`config.mk`:
```
export PLATFORM = sky130hd
export DESIGN_NAME = spi_fifo_irq_unit
export DESIGN_NICKNAME = d
export VERILOG_FILES = /design/src/rtl/spi_fifo_pkg.sv /design/src/rtl/spi_byte_fifo.sv /design/src/rtl/spi_evt_irq.sv /design/src/rtl/spi_fifo_irq_unit.sv
export SDC_FILE = /design/constraint.sdc
export NUM_CORES = 1
export LEC_CHECK = 0
export BUFFER_PORTS_ARGS = -buffer_cell sky130_fd_sc_hd__buf_2
export CAP_MARGIN = 5
export CORE_MARGIN = 1
export CORE_UTILIZATION = 40
export CTS_BUF_LIST = sky130_fd_sc_hd__clkbuf_8
export DETAILED_ROUTE_END_ITERATION = 7
export HOLD_SLACK_MARGIN = 0.03
export PLACE_DENSITY_LB_ADDON = 0.25
export SLEW_MARGIN = 10
export SYNTH_ARGS = -nofsm -noshare
export SYNTH_HDL_FRONTEND = slang
export SYNTH_HIERARCHICAL = 1
export SYNTH_SLANG_ARGS = --single-unit
```
`constraint.sdc`:
```
create_clock -name clk -period 7.3 [get_ports clk]
set_clock_uncertainty 0.05 [all_clocks]
set_input_delay 1.825 -clock clk [delete_from_list [all_inputs] [get_ports clk]]
set_output_delay 1.825 -clock clk [all_outputs]
set_load 0.02 [all_outputs]
```
`src/rtl/spi_fifo_pkg.sv`:
```
package spi_fifo_pkg;

  localparam int unsigned REG_AW = 5;

  localparam logic [REG_AW-1:0] OFS_CTRL = 5'h00;
  localparam logic [REG_AW-1:0] OFS_EVT  = 5'h04;
  localparam logic [REG_AW-1:0] OFS_MASK = 5'h08;
  localparam logic [REG_AW-1:0] OFS_TXD  = 5'h0C;
  localparam logic [REG_AW-1:0] OFS_RXD  = 5'h10;

  // flag positions shared by event and mask registers
  localparam int unsigned FB_TX_EMPTY = 15;
  localparam int unsigned FB_DONE     = 14;
  localparam int unsigned FB_RX_THR   = 13;
  localparam int unsigned FB_RX_FULL  = 12;
  localparam int unsigned FB_TX_THR   = 11;
  localparam int unsigned FB_RX_AVAIL = 9;
  localparam int unsigned FB_TX_SPACE = 8;

  localparam logic [15:0] FLAG_BITS = 16'hFB00;

  localparam int unsigned RXCNT_LSB = 24;
  localparam int unsigned TXCNT_LSB = 16;
  localparam int unsigned TXTHR_LSB = 8;
  localparam int unsigned RXTHR_LSB = 0;
  localparam int unsigned CNT_FIELD = 6;

  localparam int unsigned TXTHR_RST = 4;
  localparam int unsigned RXTHR_RST = 15;

endpackage

```
`src/rtl/spi_byte_fifo.sv`:
```
// Byte queue built from LANES byte-wide banks so that up to LANES
// consecutive bytes can be written or read in a single cycle.
module spi_byte_fifo #(
  parameter  int DEPTH = 32,
  parameter  int LANES = 4,
  localparam int CW    = $clog2(DEPTH + 1),
  localparam int NW    = $clog2(LANES + 1)
) (
  input  logic                  clk,
  input  logic                  rst,
  input  logic [NW-1:0]         push_n,
  input  logic [LANES-1:0][7:0] push_bytes,
  input  logic [NW-1:0]         pop_n,
  output logic [LANES-1:0][7:0] head_bytes,
  output logic [CW-1:0]         level
);

  localparam int AW   = $clog2(DEPTH);
  localparam int LW   = $clog2(LANES);
  localparam int ROWS = DEPTH / LANES;

  logic [AW-1:0]         wr_ptr;
  logic [AW-1:0]         rd_ptr;
  logic [LANES-1:0][7:0] bank_rd;

  for (genvar b = 0; b < LANES; b++) begin : g_bank
    logic [7:0]    mem [ROWS];
    logic [LW-1:0] w_lane;
    logic [AW-1:0] w_addr;
    logic          w_en;
    logic [LW-1:0] r_lane;
    logic [AW-1:0] r_addr;

    always_comb begin
      w_lane = LW'(b) - wr_ptr[LW-1:0];
      w_addr = wr_ptr + AW'(w_lane);
      w_en   = NW'(w_lane) < push_n;
      r_lane = LW'(b) - rd_ptr[LW-1:0];
      r_addr = rd_ptr + AW'(r_lane);
    end

    always_ff @(posedge clk) begin
      if (w_en) mem[w_addr[AW-1:LW]] <= push_bytes[w_lane];
    end

    assign bank_rd[b] = mem[r_addr[AW-1:LW]];
  end

  always_comb begin
    for (int k = 0; k < LANES; k++) begin
      head_bytes[k] = bank_rd[LW'(rd_ptr[LW-1:0] + LW'(k))];
    end
  end

  always_ff @(posedge clk) begin
    if (rst) begin
      wr_ptr <= '0;
      rd_ptr <= '0;
      level  <= '0;
    end else begin
      wr_ptr <= wr_ptr + AW'(push_n);
      rd_ptr <= rd_ptr + AW'(pop_n);
      level  <= level + CW'(push_n) - CW'(pop_n);
    end
  end

endmodule

```
`src/rtl/spi_evt_irq.sv`:
```
// Latched event flags with write-one-to-clear and a masked interrupt.
module spi_evt_irq
  import spi_fifo_pkg::*;
#(
  parameter  int DEPTH = 32,
  localparam int CW    = $clog2(DEPTH + 1)
) (
  input  logic          clk,
  input  logic          rst,
  input  logic [CW-1:0] tx_lvl,
  input  logic [CW-1:0] rx_lvl,
  input  logic [CW-1:0] tx_thr,
  input  logic [CW-1:0] rx_thr,
  input  logic          done_pulse,
  input  logic          clr_en,
  input  logic [15:0]   clr_bits,
  input  logic [15:0]   mask_bits,
  output logic [15:0]   flags,
  output logic          irq
);

  localparam logic [CW-1:0] FULL = CW'(DEPTH);

  logic [15:0] cond;
  logic [15:0] keep;

  always_comb begin
    cond = '0;
    cond[FB_TX_EMPTY] = (tx_lvl == '0);
    cond[FB_DONE]     = done_pulse;
    cond[FB_RX_THR]   = (rx_lvl > rx_thr);
    cond[FB_RX_FULL]  = (rx_lvl == FULL);
    cond[FB_TX_THR]   = (tx_lvl < tx_thr);
    cond[FB_RX_AVAIL] = (rx_lvl != '0);
    cond[FB_TX_SPACE] = (tx_lvl != FULL);
    keep = clr_en ? ~clr_bits : '1;
  end

  always_ff @(posedge clk) begin
    if (rst) begin
      flags <= '0;
      irq   <= 1'b0;
    end else begin
      flags <= ((flags & keep) | cond) & FLAG_BITS;
      irq   <= |(flags & mask_bits);
    end
  end

endmodule

```
`src/rtl/spi_fifo_irq_unit.sv`:
```
module spi_fifo_irq_unit
  import spi_fifo_pkg::*;
#(
  parameter int DEPTH  = 32,
  parameter int DATA_W = 32
) (
  input  logic              clk,
  input  logic              rst,
  input  logic              reg_wr,
  input  logic              reg_rd,
  input  logic [REG_AW-1:0] reg_addr,
  input  logic              reg_wide,
  input  logic [DATA_W-1:0] reg_wdata,
  output logic [DATA_W-1:0] reg_rdata,
  output logic              tx_ready,
  output logic [7:0]        tx_byte,
  input  logic              tx_pop,
  input  logic              rx_push,
  input  logic [7:0]        rx_byte,
  output logic              rx_room,
  input  logic              xfer_done,
  output logic              irq
);

  localparam int LANES = DATA_W / 8;
  localparam int CW    = $clog2(DEPTH + 1);
  localparam int NW    = $clog2(LANES + 1);
  localparam logic [CW-1:0] FULL  = CW'(DEPTH);
  localparam logic [CW-1:0] WORDB = CW'(LANES);

  logic [CW-1:0]         tx_lvl, rx_lvl, tx_free;
  logic [CW-1:0]         thr_tx, thr_rx;
  logic [15:0]           mask_q, evt_flags;
  logic [NW-1:0]         tx_push_n, tx_pop_n, rx_push_n, rx_pop_n;
  logic [LANES-1:0][7:0] tx_in, rx_in, tx_head, rx_head;
  logic                  wr_txd, rd_rxd, wr_evt;
  logic [DATA_W-1:0]     rd_word;

  assign tx_free = FULL - tx_lvl;
  assign wr_txd  = reg_wr && (reg_addr == OFS_TXD);
  assign wr_evt  = reg_wr && (reg_addr == OFS_EVT);
  assign rd_rxd  = reg_rd && (reg_addr == OFS_RXD);

  // host side of the transmit queue: word writes are all-or-nothing
  always_comb begin
    tx_in     = '0;
    tx_push_n = '0;
    if (wr_txd) begin
      if (reg_wide) begin
        for (int k = 0; k < LANES; k++) tx_in[k] = reg_wdata[DATA_W-1-8*k -: 8];
        if (tx_free >= WORDB) tx_push_n = NW'(LANES);
      end else begin
        tx_in[0] = reg_wdata[7:0];
        if (tx_free != '0) tx_push_n = NW'(1);
      end
    end
    tx_pop_n = (tx_pop && tx_lvl != '0) ? NW'(1) : '0;
  end

  // shift-engine side of the receive queue, host reads
  always_comb begin
    rx_in     = '0;
    rx_in[0]  = rx_byte;
    rx_push_n = (rx_push && rx_lvl != FULL) ? NW'(1) : '0;
    rx_pop_n  = '0;
    if (rd_rxd) begin
      if (reg_wide) begin
        if (rx_lvl >= WORDB) rx_pop_n = NW'(LANES);
      end else if (rx_lvl != '0) begin
        rx_pop_n = NW'(1);
      end
    end
  end

  spi_byte_fifo #(.DEPTH(DEPTH), .LANES(LANES)) u_txq (
    .clk        (clk),
    .rst        (rst),
    .push_n     (tx_push_n),
    .push_bytes (tx_in),
    .pop_n      (tx_pop_n),
    .head_bytes (tx_head),
    .level      (tx_lvl)
  );

  spi_byte_fifo #(.DEPTH(DEPTH), .LANES(LANES)) u_rxq (
    .clk        (clk),
    .rst        (rst),
    .push_n     (rx_push_n),
    .push_bytes (rx_in),
    .pop_n      (rx_pop_n),
    .head_bytes (rx_head),
    .level      (rx_lvl)
  );

  spi_evt_irq #(.DEPTH(DEPTH)) u_evt (
    .clk        (clk),
    .rst        (rst),
    .tx_lvl     (tx_lvl),
    .rx_lvl     (rx_lvl),
    .tx_thr     (thr_tx),
    .rx_thr     (thr_rx),
    .done_pulse (xfer_done),
    .clr_en     (wr_evt),
    .clr_bits   (reg_wdata[15:0]),
    .mask_bits  (mask_q),
    .flags      (evt_flags),
    .irq        (irq)
  );

  // control and mask registers
  always_ff @(posedge clk) begin
    if (rst) begin
      thr_tx <= CW'(TXTHR_RST);
      thr_rx <= CW'(RXTHR_RST);
      mask_q <= '0;
    end else if (reg_wr) begin
      if (reg_addr == OFS_CTRL) begin
        thr_tx <= reg_wdata[TXTHR_LSB +: CW];
        thr_rx <= reg_wdata[RXTHR_LSB +: CW];
      end
      if (reg_addr == OFS_MASK) mask_q <= reg_wdata[15:0] & FLAG_BITS;
    end
  end

  // read multiplexer
  always_comb begin
    rd_word = '0;
    unique case (reg_addr)
      OFS_CTRL: begin
        rd_word[TXTHR_LSB +: CW] = thr_tx;
        rd_word[RXTHR_LSB +: CW] = thr_rx;
      end
      OFS_EVT: begin
        rd_word[RXCNT_LSB +: CW] = rx_lvl;
        rd_word[TXCNT_LSB +: CW] = tx_free;
        rd_word[15:0]            = evt_flags;
      end
      OFS_MASK: rd_word[15:0] = mask_q;
      OFS_RXD: begin
        if (reg_wide && rx_lvl >= WORDB) begin
          for (int k = 0; k < LANES; k++) rd_word[DATA_W-1-8*k -: 8] = rx_head[k];
        end else if (!reg_wide && rx_lvl != '0) begin
          rd_word[7:0] = rx_head[0];
        end
      end
      default: rd_word = '0;
    endcase
  end

  always_ff @(posedge clk) begin
    if (rst)         reg_rdata <= '0;
    else if (reg_rd) reg_rdata <= rd_word;
  end

  assign tx_ready = (tx_lvl != '0);
  assign tx_byte  = tx_head[0];
  assign rx_room  = (rx_lvl != FULL);

endmodule

```
==> flow_metrics.tcl, run 1 <==
set metrics [dict create \
    crit_end "tx_byte[7]" \
    portBuffers 95 \
    hold_violations 0 \
    grtUsageTotal_pct 21.0 \
    h-tree-depth 3 \
    cp-startpoint "u_txq/rd_ptr[1]$_SDFF_PP0_" \
    grt_pass1_vias 20800 \
    hpwl_um 58700 \
    reg2reg_to "reg_rdata[26]$_SDFFE_PP0P_" \
    place_area_um2 33000 \
    drt_iter0_drc 1973 \
    first_pass_iters 7 \
    fin_total_pwr_mw 10.4 \
    n_fill_cell 6967 \
    grt_setup_unrepaired "no" \
    numCtsBuffers 99 \
    cts_resized 0 \
    rrSetupSlack_ns 2.22 \
    start_util_pct 40.4 \
    peakVddDrop_v 0.000177 \
    rr_startpoint "u_rxq/rd_ptr[0]$_SDFF_PP0_" \
    cts_root_buffer "clkbuf_8" \
    final_antenna_net_count 0 \
    via_per_inst 5.66 \
    drive_gt1_share_pct 18.7 \
    drc 0 \
    critical_path_class "reg -> out" \
    setup_viol_count_final 0 \
    drt_wl_total_um 83300 \
    io_pins 96 \
    cp.depth 10 \
    post_cts_buffers 0 \
    cp.required_ns 5.43 \
    worst_slew_pin_slew_ns 1.12 \
    cts_hold_buf 0 \
    cp_top_family "adder cells" \
    cts_buffer_depth 3 \
    regArea_um2 17200 \
    p_leak_nw 12.7 \
    cp_cell_sequence "inv_2 > ha_1 > buf_4 > and3b_1 > xnor2_4 > mux2i_1 > mux4_2 > nand3_1 > o221a_2 > buf_2" \
    fin_nets 2721 \
    cp_data_arrival_time_ns 4.31 \
    gr-total-overflow 0 \
    final_area_um2 35000 \
    finalSetupTns_ns 0 \
    drv_slew 0 \
    cpPeakStageDelay_ns 0.77 \
    die_area_um2 79400 \
    r2r_cells 13 \
    drv_cap 0 \
    crit_fanout 28 \
    hold_path_class "reg -> reg" \
    die_h_um 282 \
    path_buf_inv 3 \
    fp-row-count 102 \
    synthCells 2414 \
    cts.sinks 603 \
    fmax_mhz 162 \
    multi_input_area_um2 13500 \
    syn-cell-area_um2 31300 \
    hold_depth 2 \
    fin_crit_sh_pct 84.7 \
    startpoint_type "flip-flop" \
    num_vias 21000 \
    slowest_stage "ha_1" \
    fp.dieW_um 282 \
    utilization_pct 45.2 \
    slew_headroom_pct 24.4 \
    avgSynthCellArea_um2 13.0 \
    clock_latency_ns 0.71 \
    grt_pass1_wl_um 126000 \
    coreArea_um2 77500 \
    setup_ws_ns 1.11 \
    endpoint_kind "primary output" \
    min_period_ns 6.19 \
    dpl_worst_slack_ns 1.44 \
    antenna_found_initial 2 \
    status "finished clean" \
    grt_max_degree 77 \
    yosysWarnings 6 \
    power.density_nw_per_um2 296 \
    area_delta_synth_final_pct 11.9 \
    clkTransAtPathRegs_ns 0.06 \
    cts_tree "built" \
    wl_per_cell_um 22.4 \
    gp_congestion 0.848 \
]
state kept, by name, indices dropped and copies added, names as in the netlist, 6 cells and up:
name              count
reg_rdata            32
u_evt/flags           7
mask_q                7
u_txq/g_bank.mem    256
u_txq/level           6
u_rxq/g_bank.mem    256
u_rxq/level           6
thr_tx                6
thr_rx                6
cells in the final DEF (no fill, tap or decap), types with 69 or more instances in the layout:
master / count
buf_2: 94
inv_1: 120
clkbuf_8: 108
dfxtp_1: 84
nand2_1: 156
edfxtp_1: 512
conb_1: 123
ha_1: 69
mux4_2: 137
a21oi_1: 106
mux2i_1: 114
o21ai_0: 72
nor2_1: 170
layout make-up:
type	instances	share of cell area, %
Clock inverter	73	1.40
Sequential cell	603	49.1
Multi-Input combinational cell	1666	38.5
Antenna cell	2	0.0143
Tap cell	1040	3.71
Inverter	93	0.996
Clock buffer	108	4.24
Timing Repair Buffer	126	2.03
worst min-delay path by stage:
stage | startpoint | endpoint | slack [ns]
after global placement | reg_rdata[23]$_SDFFE_PP0P_ | reg_rdata[23]$_SDFFE_PP0P_ | 0.41
after floorplan | thr_rx[4]$_SDFFE_PP0P_ | thr_rx[4]$_SDFFE_PP0P_ | 0.40
after global routing | reg_rdata[23]$_SDFFE_PP0P_ | reg_rdata[23]$_SDFFE_PP0P_ | 0.45
after CTS | reg_rdata[23]$_SDFFE_PP0P_ | reg_rdata[23]$_SDFFE_PP0P_ | 0.42
final | reg_rdata[23]$_SDFFE_PP0P_ | reg_rdata[23]$_SDFFE_PP0P_ | 0.41
after detailed placement | reg_rdata[23]$_SDFFE_PP0P_ | reg_rdata[23]$_SDFFE_PP0P_ | 0.41
power by group:
part           switching [mW]  total (mW)  leakage, nW  internal (mW)
registers               0.197        4.38         5.69           4.18
logic                    1.86        3.05         5.85           1.19
clock network            1.38        2.93         1.13           1.55
total                    3.44        10.4         12.7           6.92
through the flow:
step,std cells,hold WS [ns]
after global routing,3711,0.446
final,3711,0.415
after CTS,3709,0.419
after global placement,3528,0.406
after floorplan,2535,0.399
after detailed placement,3528,0.410
worst reg2reg max path, cell delays in order, from the launching register on:
cell and delay (ns):
dfxtp_1 0.31, buf_4 0.38, inv_1 0.48, ha_1 0.44, buf_4 0.28, xor2_1 0.36
mux2_2 0.47, nand2_2 0.36, a211oi_1 0.15, or4_1 0.64, mux2_2 0.32, mux2i_1 0.37
a221oi_1 0.17, nor3_1 0.22
per-layer routing:
metal  wire length, um  global-route usage [%]  vias to the layer above
met5                 0                       0                        -
met4              2610                    7.22                        0
met3              4300                    2.64                      164
met2             42500                    36.7                      683
met1             33900                    26.9                    10600
li1                  -                       -                     9558
Note: power is estimated with default switching activity, not from simulation.
==> run 2: changes to the inputs <==
ABC_AREA = 1   (was unset)
clock period = 5.5 ns   (was 7.3 ns; I/O delays follow)
==> run 2 against run 1 <==
Die area decreased by 2.8%. Area after synthesis decreased by 2.8%. Sequential power increased by 33%. Non-clock buffer count increased by 20. Synthesized cell count increased by 29%. Critical path depth increased by 2. Largest power group unchanged. Clock power increased by 36%. Total power increased by 34%. Hold slack improved by 0.0033 ns. Wire length decreased by 1.4%. Highest routed layer unchanged. Global-route usage increased by 0.14 points.
==> flow_metrics.tcl, run 2 <==
set metrics [dict create \
    avgSynthCellArea_um2 9.81 \
    portBuffers 95 \
    dpl_worst_slack_ns 0.693 \
    finalSetupTns_ns 0 \
    drv_cap 0 \
    hold_path_class "reg -> reg" \
    gp_congestion 0.890 \
    grt_setup_unrepaired "no" \
    final_area_um2 34000 \
    cpPeakStageDelay_ns 0.72 \
    fin_crit_sh_pct 93.0 \
    final_antenna_net_count 0 \
    drv_slew 0 \
    gr-total-overflow 0 \
    syn-cell-area_um2 30400 \
    startpoint_type "flip-flop" \
    path_buf_inv 2 \
    worst_slew_pin_slew_ns 1.20 \
    first_pass_iters 6 \
    cts.sinks 603 \
    cts_tree "built" \
    yosysWarnings 6 \
    cts_root_buffer "clkbuf_8" \
    h-tree-depth 3 \
    peakVddDrop_v 0.000213 \
    setup_viol_count_final 0 \
    grtUsageTotal_pct 21.2 \
    drc 0 \
    cp.required_ns 4.07 \
    clock_latency_ns 0.72 \
    via_per_inst 5.09 \
    place_area_um2 32000 \
    wl_per_cell_um 19.0 \
    slew_headroom_pct 19.2 \
    grt_pass1_wl_um 125000 \
    crit_fanout 16 \
    hold_violations 0 \
    hpwl_um 58300 \
    io_pins 96 \
    critical_path_class "reg -> out" \
    fp.dieW_um 278 \
    area_delta_synth_final_pct 11.6 \
    final_common_cell "nand2_1" \
    synthCells 3104 \
    grt_pass1_vias 20600 \
    endpoint_kind "primary output" \
    start_util_pct 40.7 \
    die_area_um2 77200 \
    cp_data_arrival_time_ns 3.69 \
    final_cell_mix "721 x nand2_1, 512 x edfxtp_1, 315 x nand3_1" \
    p_leak_nw 13.8 \
    antenna_found_initial 1 \
    cts_buffer_depth 3 \
    coreArea_um2 74800 \
    die_h_um 278 \
    setup_ws_ns 0.384 \
    fin_nets 3401 \
    fmax_mhz 195 \
    slowest_stage "dfxtp_1" \
    drt_iter0_drc 1851 \
    fp-row-count 100 \
    grt_max_degree 47 \
    drive_gt1_share_pct 11.5 \
    drt_wl_total_um 82100 \
    numCtsBuffers 101 \
    min_period_ns 5.12 \
    status "finished clean" \
    num_vias 22000 \
    n_fill_cell 7122 \
    cp_top_family "simple AND/OR/NAND/NOR gates" \
    power.density_nw_per_um2 409 \
    cp_cell_sequence "inv_2 > ha_1 > nand2_1 > nand3_4 > nand3_1 > nand2_1 > nand2_1 > nand3_1 > nand3_1 > nand3_1 > nand2_1 > buf_2" \
    cts_hold_buf 0 \
    clkTransAtPathRegs_ns 0.07 \
]
## run 2: cell count changes in the layout (fill, tap and decap cells not counted), sizes merged, moves of 31 or more
cell and delta:
conb -52, a221oi -32, o21ai +185, nor2b -46
nand3 +287, mux4 -142, nand2 +582, nand2b -39
a22oi -31, nor2 +83, inv +200, nor3 -34
and2 -37
## run 2: timing repair
| item | in CTS | in global routing |
|---|---|---|
| gates resized for setup | 0 | 1 |
| buffers inserted | 0 | 0 |
| setup endpoints to repair | 0 | 2 |
## run 2: area by class of cell
| class | instances | area [um^2] | area share, % |
|---|---|---|---|
| multi-input cells | 2126 | 11600 | 34.1 |
| inverters | 291 | 1100 | 3.23 |
| repair buffers | 146 | 871 | 2.56 |
| clock buffers | 103 | 1420 | 4.17 |
| clock inverters | 82 | 584 | 1.72 |
| diodes | 1 | 2.50 | 0.00737 |
| well taps | 969 | 1210 | 3.57 |
| flip-flops and latches | 603 | 17200 | 50.6 |
## run 2: worst reg2reg max path: cells and delay by family (launching register included)
kind	cells	cell delay, ns
buffers and inverters	4	0.75
AOI/OAI and AO/OA	1	0.13
DFF	1	0.30
and+or+nand+nor	13	2.17
adders and majority gates	1	0.76
## run 2: path summary, 6_finish.rpt
check	slack, ns	cells past startpoint	start	endpoint
worst max-delay path	0.38	12	u_txq/rd_ptr[1]$_SDFF_PP0_	tx_byte[4]
worst min-delay path	0.42	2	reg_rdata[10]$_SDFFE_PP0P_	reg_rdata[10]$_SDFFE_PP0P_
worst max register to register	1.26	19	u_rxq/rd_ptr[0]$_SDFF_PP0_	reg_rdata[1]$_SDFFE_PP0P_
worst min register to register	0.42	2	reg_rdata[10]$_SDFFE_PP0P_	reg_rdata[10]$_SDFFE_PP0P_
## run 2: metrics by stage
| stage | total power [mW] | hold WS (ns) | instances | utilization [%] |
|---|---|---|---|---|
| after floorplan | 8.72 | 0.387 | 3173 | - |
| after global placement | 9.93 | 0.403 | 4135 | 42.7 |
| after detailed placement | 9.96 | 0.409 | 4135 | 42.7 |
| after CTS | 14.0 | 0.419 | 4320 | 45.4 |
| after global routing | 14.7 | 0.452 | 4321 | 45.4 |
| final | 13.9 | 0.418 | 4321 | 45.4 |
## run 2: power breakdown
part | switching (mW) | internal, mW | total, mW
clock | 1.89 | 2.09 | 3.98
combinational | 2.83 | 1.25 | 4.08
sequential | 0.214 | 5.61 | 5.82
## run 2: per-layer routing
layer	part of all wire, %	wire length [um]	GRT usage, %	up-vias
met4	2.5	2030	6.69	0
met3	5.8	4720	2.92	122
met1	47	38800	31.2	10300
li1	-	-	-	10800
met2	44	36500	32.1	671
met5	0	0	0	-
==> run 3: changes to the inputs <==
CORE_UTILIZATION = 59   (was 40)
==> run 3 against run 2 <==
Combinational power decreased by 2%. Register-to-register slack got worse by 0.07 ns. Hold slack about the same. Global-route usage increased by 8.7 points. Clock power decreased by 8.3%. Setup slack improved by 0.32 ns. Final cell count decreased by 7.2%.
==> flow_metrics.tcl, run 3 (same netlist as run 2, synthesis figures left out) <==
set metrics [dict create \
    cts_buffer_depth 3 \
    regArea_um2 17200 \
    multi_input_area_um2 11600 \
    grtUsageTotal_pct 29.9 \
    drt_iter0_drc 2290 \
    slowest_stage "inv_1" \
    crit_fanout 32 \
    drc 0 \
    startpoint_type "flip-flop" \
    cts_hold_buf 0 \
    critical_path_class "reg -> out" \
    grt_pass1_vias 22000 \
    grt_max_degree 53 \
    peakVddDrop_v 0.000376 \
    start_util_pct 60.3 \
    gp_congestion 0.929 \
    hold_violations 0 \
    grt_pass1_wl_um 121000 \
    die_area_um2 52500 \
    drt_wl_total_um 78300 \
    power.density_nw_per_um2 403 \
    setup_ws_ns 0.701 \
    final_common_cell "nand2_1" \
    h-tree-depth 3 \
    fin_nets 3395 \
    area_delta_synth_final_pct 9.76 \
    hold_path_class "reg -> reg" \
    clkTransAtPathRegs_ns 0.07 \
    wl_per_cell_um 19.5 \
    cp_top_family "simple AND/OR/NAND/NOR gates" \
    cpPeakStageDelay_ns 0.45 \
    fin_crit_sh_pct 87.3 \
    fp.dieW_um 229 \
    fp-row-count 82 \
    numCtsBuffers 94 \
    setup_viol_count_final 0 \
    clock_latency_ns 0.69 \
    hpwl_um 56500 \
    status "finished clean" \
    slew_headroom_pct 17.8 \
    path_buf_inv 3 \
    worstHoldStart "reg_rdata[10]$_SDFFE_PP0P_" \
    n_fill_cell 3968 \
    final_cell_mix "721 x nand2_1, 512 x edfxtp_1, 315 x nand3_1" \
    cts_tree "built" \
    drv_cap 0 \
    worst_slew_pin_slew_ns 1.22 \
    final_antenna_net_count 0 \
    gr-total-overflow 0 \
    die_h_um 229 \
    grt_setup_unrepaired "no" \
    io_pins 96 \
    min_period_ns 4.80 \
    drive_gt1_share_pct 11.4 \
    rrSetupSlack_ns 1.19 \
    cp.required_ns 4.07 \
    dpl_worst_slack_ns 0.508 \
    post_cts_buffers 0 \
    reg2reg_to "u_rxq/g_bank[2].mem[7][5]$_DFFE_PP_" \
    cts_root_buffer "clkbuf_8" \
    fin_total_pwr_mw 13.5 \
    first_pass_iters 5 \
    portBuffers 95 \
    hold_depth 2 \
    endpoint_kind "primary output" \
    r2r_cells 10 \
    cts.sinks 603 \
    rr_startpoint "u_rxq/wr_ptr[1]$_SDFF_PP0_" \
    drv_slew 0 \
    min_to "reg_rdata[10]$_SDFFE_PP0P_" \
    p_leak_nw 13.7 \
    coreArea_um2 50500 \
    finalSetupTns_ns 0 \
    cp_cell_sequence "inv_1 > ha_1 > inv_1 > nand2_2 > nand2_2 > nand2_1 > nand2_1 > nand3b_1 > nand3_1 > nand3_1 > nand3_1 > nand2_1 > buf_2" \
    fmax_mhz 208 \
    cts_resized 0 \
    antenna_found_initial 1 \
    cp_data_arrival_time_ns 3.37 \
    via_per_inst 5.66 \
    num_vias 22700 \
    utilization_pct 66.2 \
]
==> run 3: changes by cell type in the layout (fill, tap and decap cells not counted), sizes merged <==
cell,change
inv,-14
clkinv,+7
clkbuf,-5
buf,+1
bufinv,-1
==> run 3: layout make-up <==
class                   instances  area share (%)
diodes                          1         0.00749
clock buffers                  98            4.04
clock inverters                74            1.42
inverters                     291            3.28
multi-input cells            2126            34.7
flip-flops and latches        603            51.5
well taps                     672            2.52
repair buffers                147            2.59
==> run 3: worst max path at each step <==
stage	start	endpoint	slack (ns)	depth (start not counted)
2_1_floorplan	reg_addr[1]	u_txq/level[5]$_SDFF_PP0_	1.58	15
4_1_cts	u_txq/rd_ptr[2]$_SDFF_PP0_	tx_byte[5]	0.66	11
3_3_place_gp	reg_addr[1]	u_txq/g_bank[2].mem[6][5]$_DFFE_PP_	0.70	11
5_1_grt	u_txq/rd_ptr[0]$_SDFF_PP0_	tx_byte[5]	0.42	13
6_report	u_txq/rd_ptr[0]$_SDFF_PP0_	tx_byte[5]	0.70	13
3_5_place_dp	reg_addr[1]	u_txq/g_bank[2].mem[4][2]$_DFFE_PP_	0.51	11
==> run 3: power breakdown <==
part / switching, mW / internal, mW / leakage, nW
Sequential: 0.219 / 5.61 / 5.46
Combinational: 2.76 / 1.24 / 7.26
Clock: 1.71 / 1.94 / 1.02
==> run 3: worst min-delay path, cell delays in order (launching register included) <==
cell and delay [ns]:
dfxtp_1 0.30, nand2_1 0.06, a21oi_1 0.06
==> run 3: layer usage <==
metal / routed length [um] / vias up / part of all wire, % / GRT usage (%)
met3: 5360 / 199 / 6.8 / 4.64
met2: 38800 / 931 / 50 / 51.6
met5: 0 / - / 0 / 0
li1: - / 10800 / - / -
met1: 30300 / 10700 / 39 / 36.3
met4: 3870 / 0 / 4.9 / 15.5
==> run 3: stage by stage <==
step | hold slack, ns | std cells | instance area (um^2)
floorplan | 0.387 | 3173 | 30700
global placement | 0.403 | 3839 | 31600
detailed placement | 0.410 | 3839 | 31600
CTS | 0.421 | 4011 | 33400
global route | 0.449 | 4012 | 33400
finish | 0.418 | 4012 | 33400
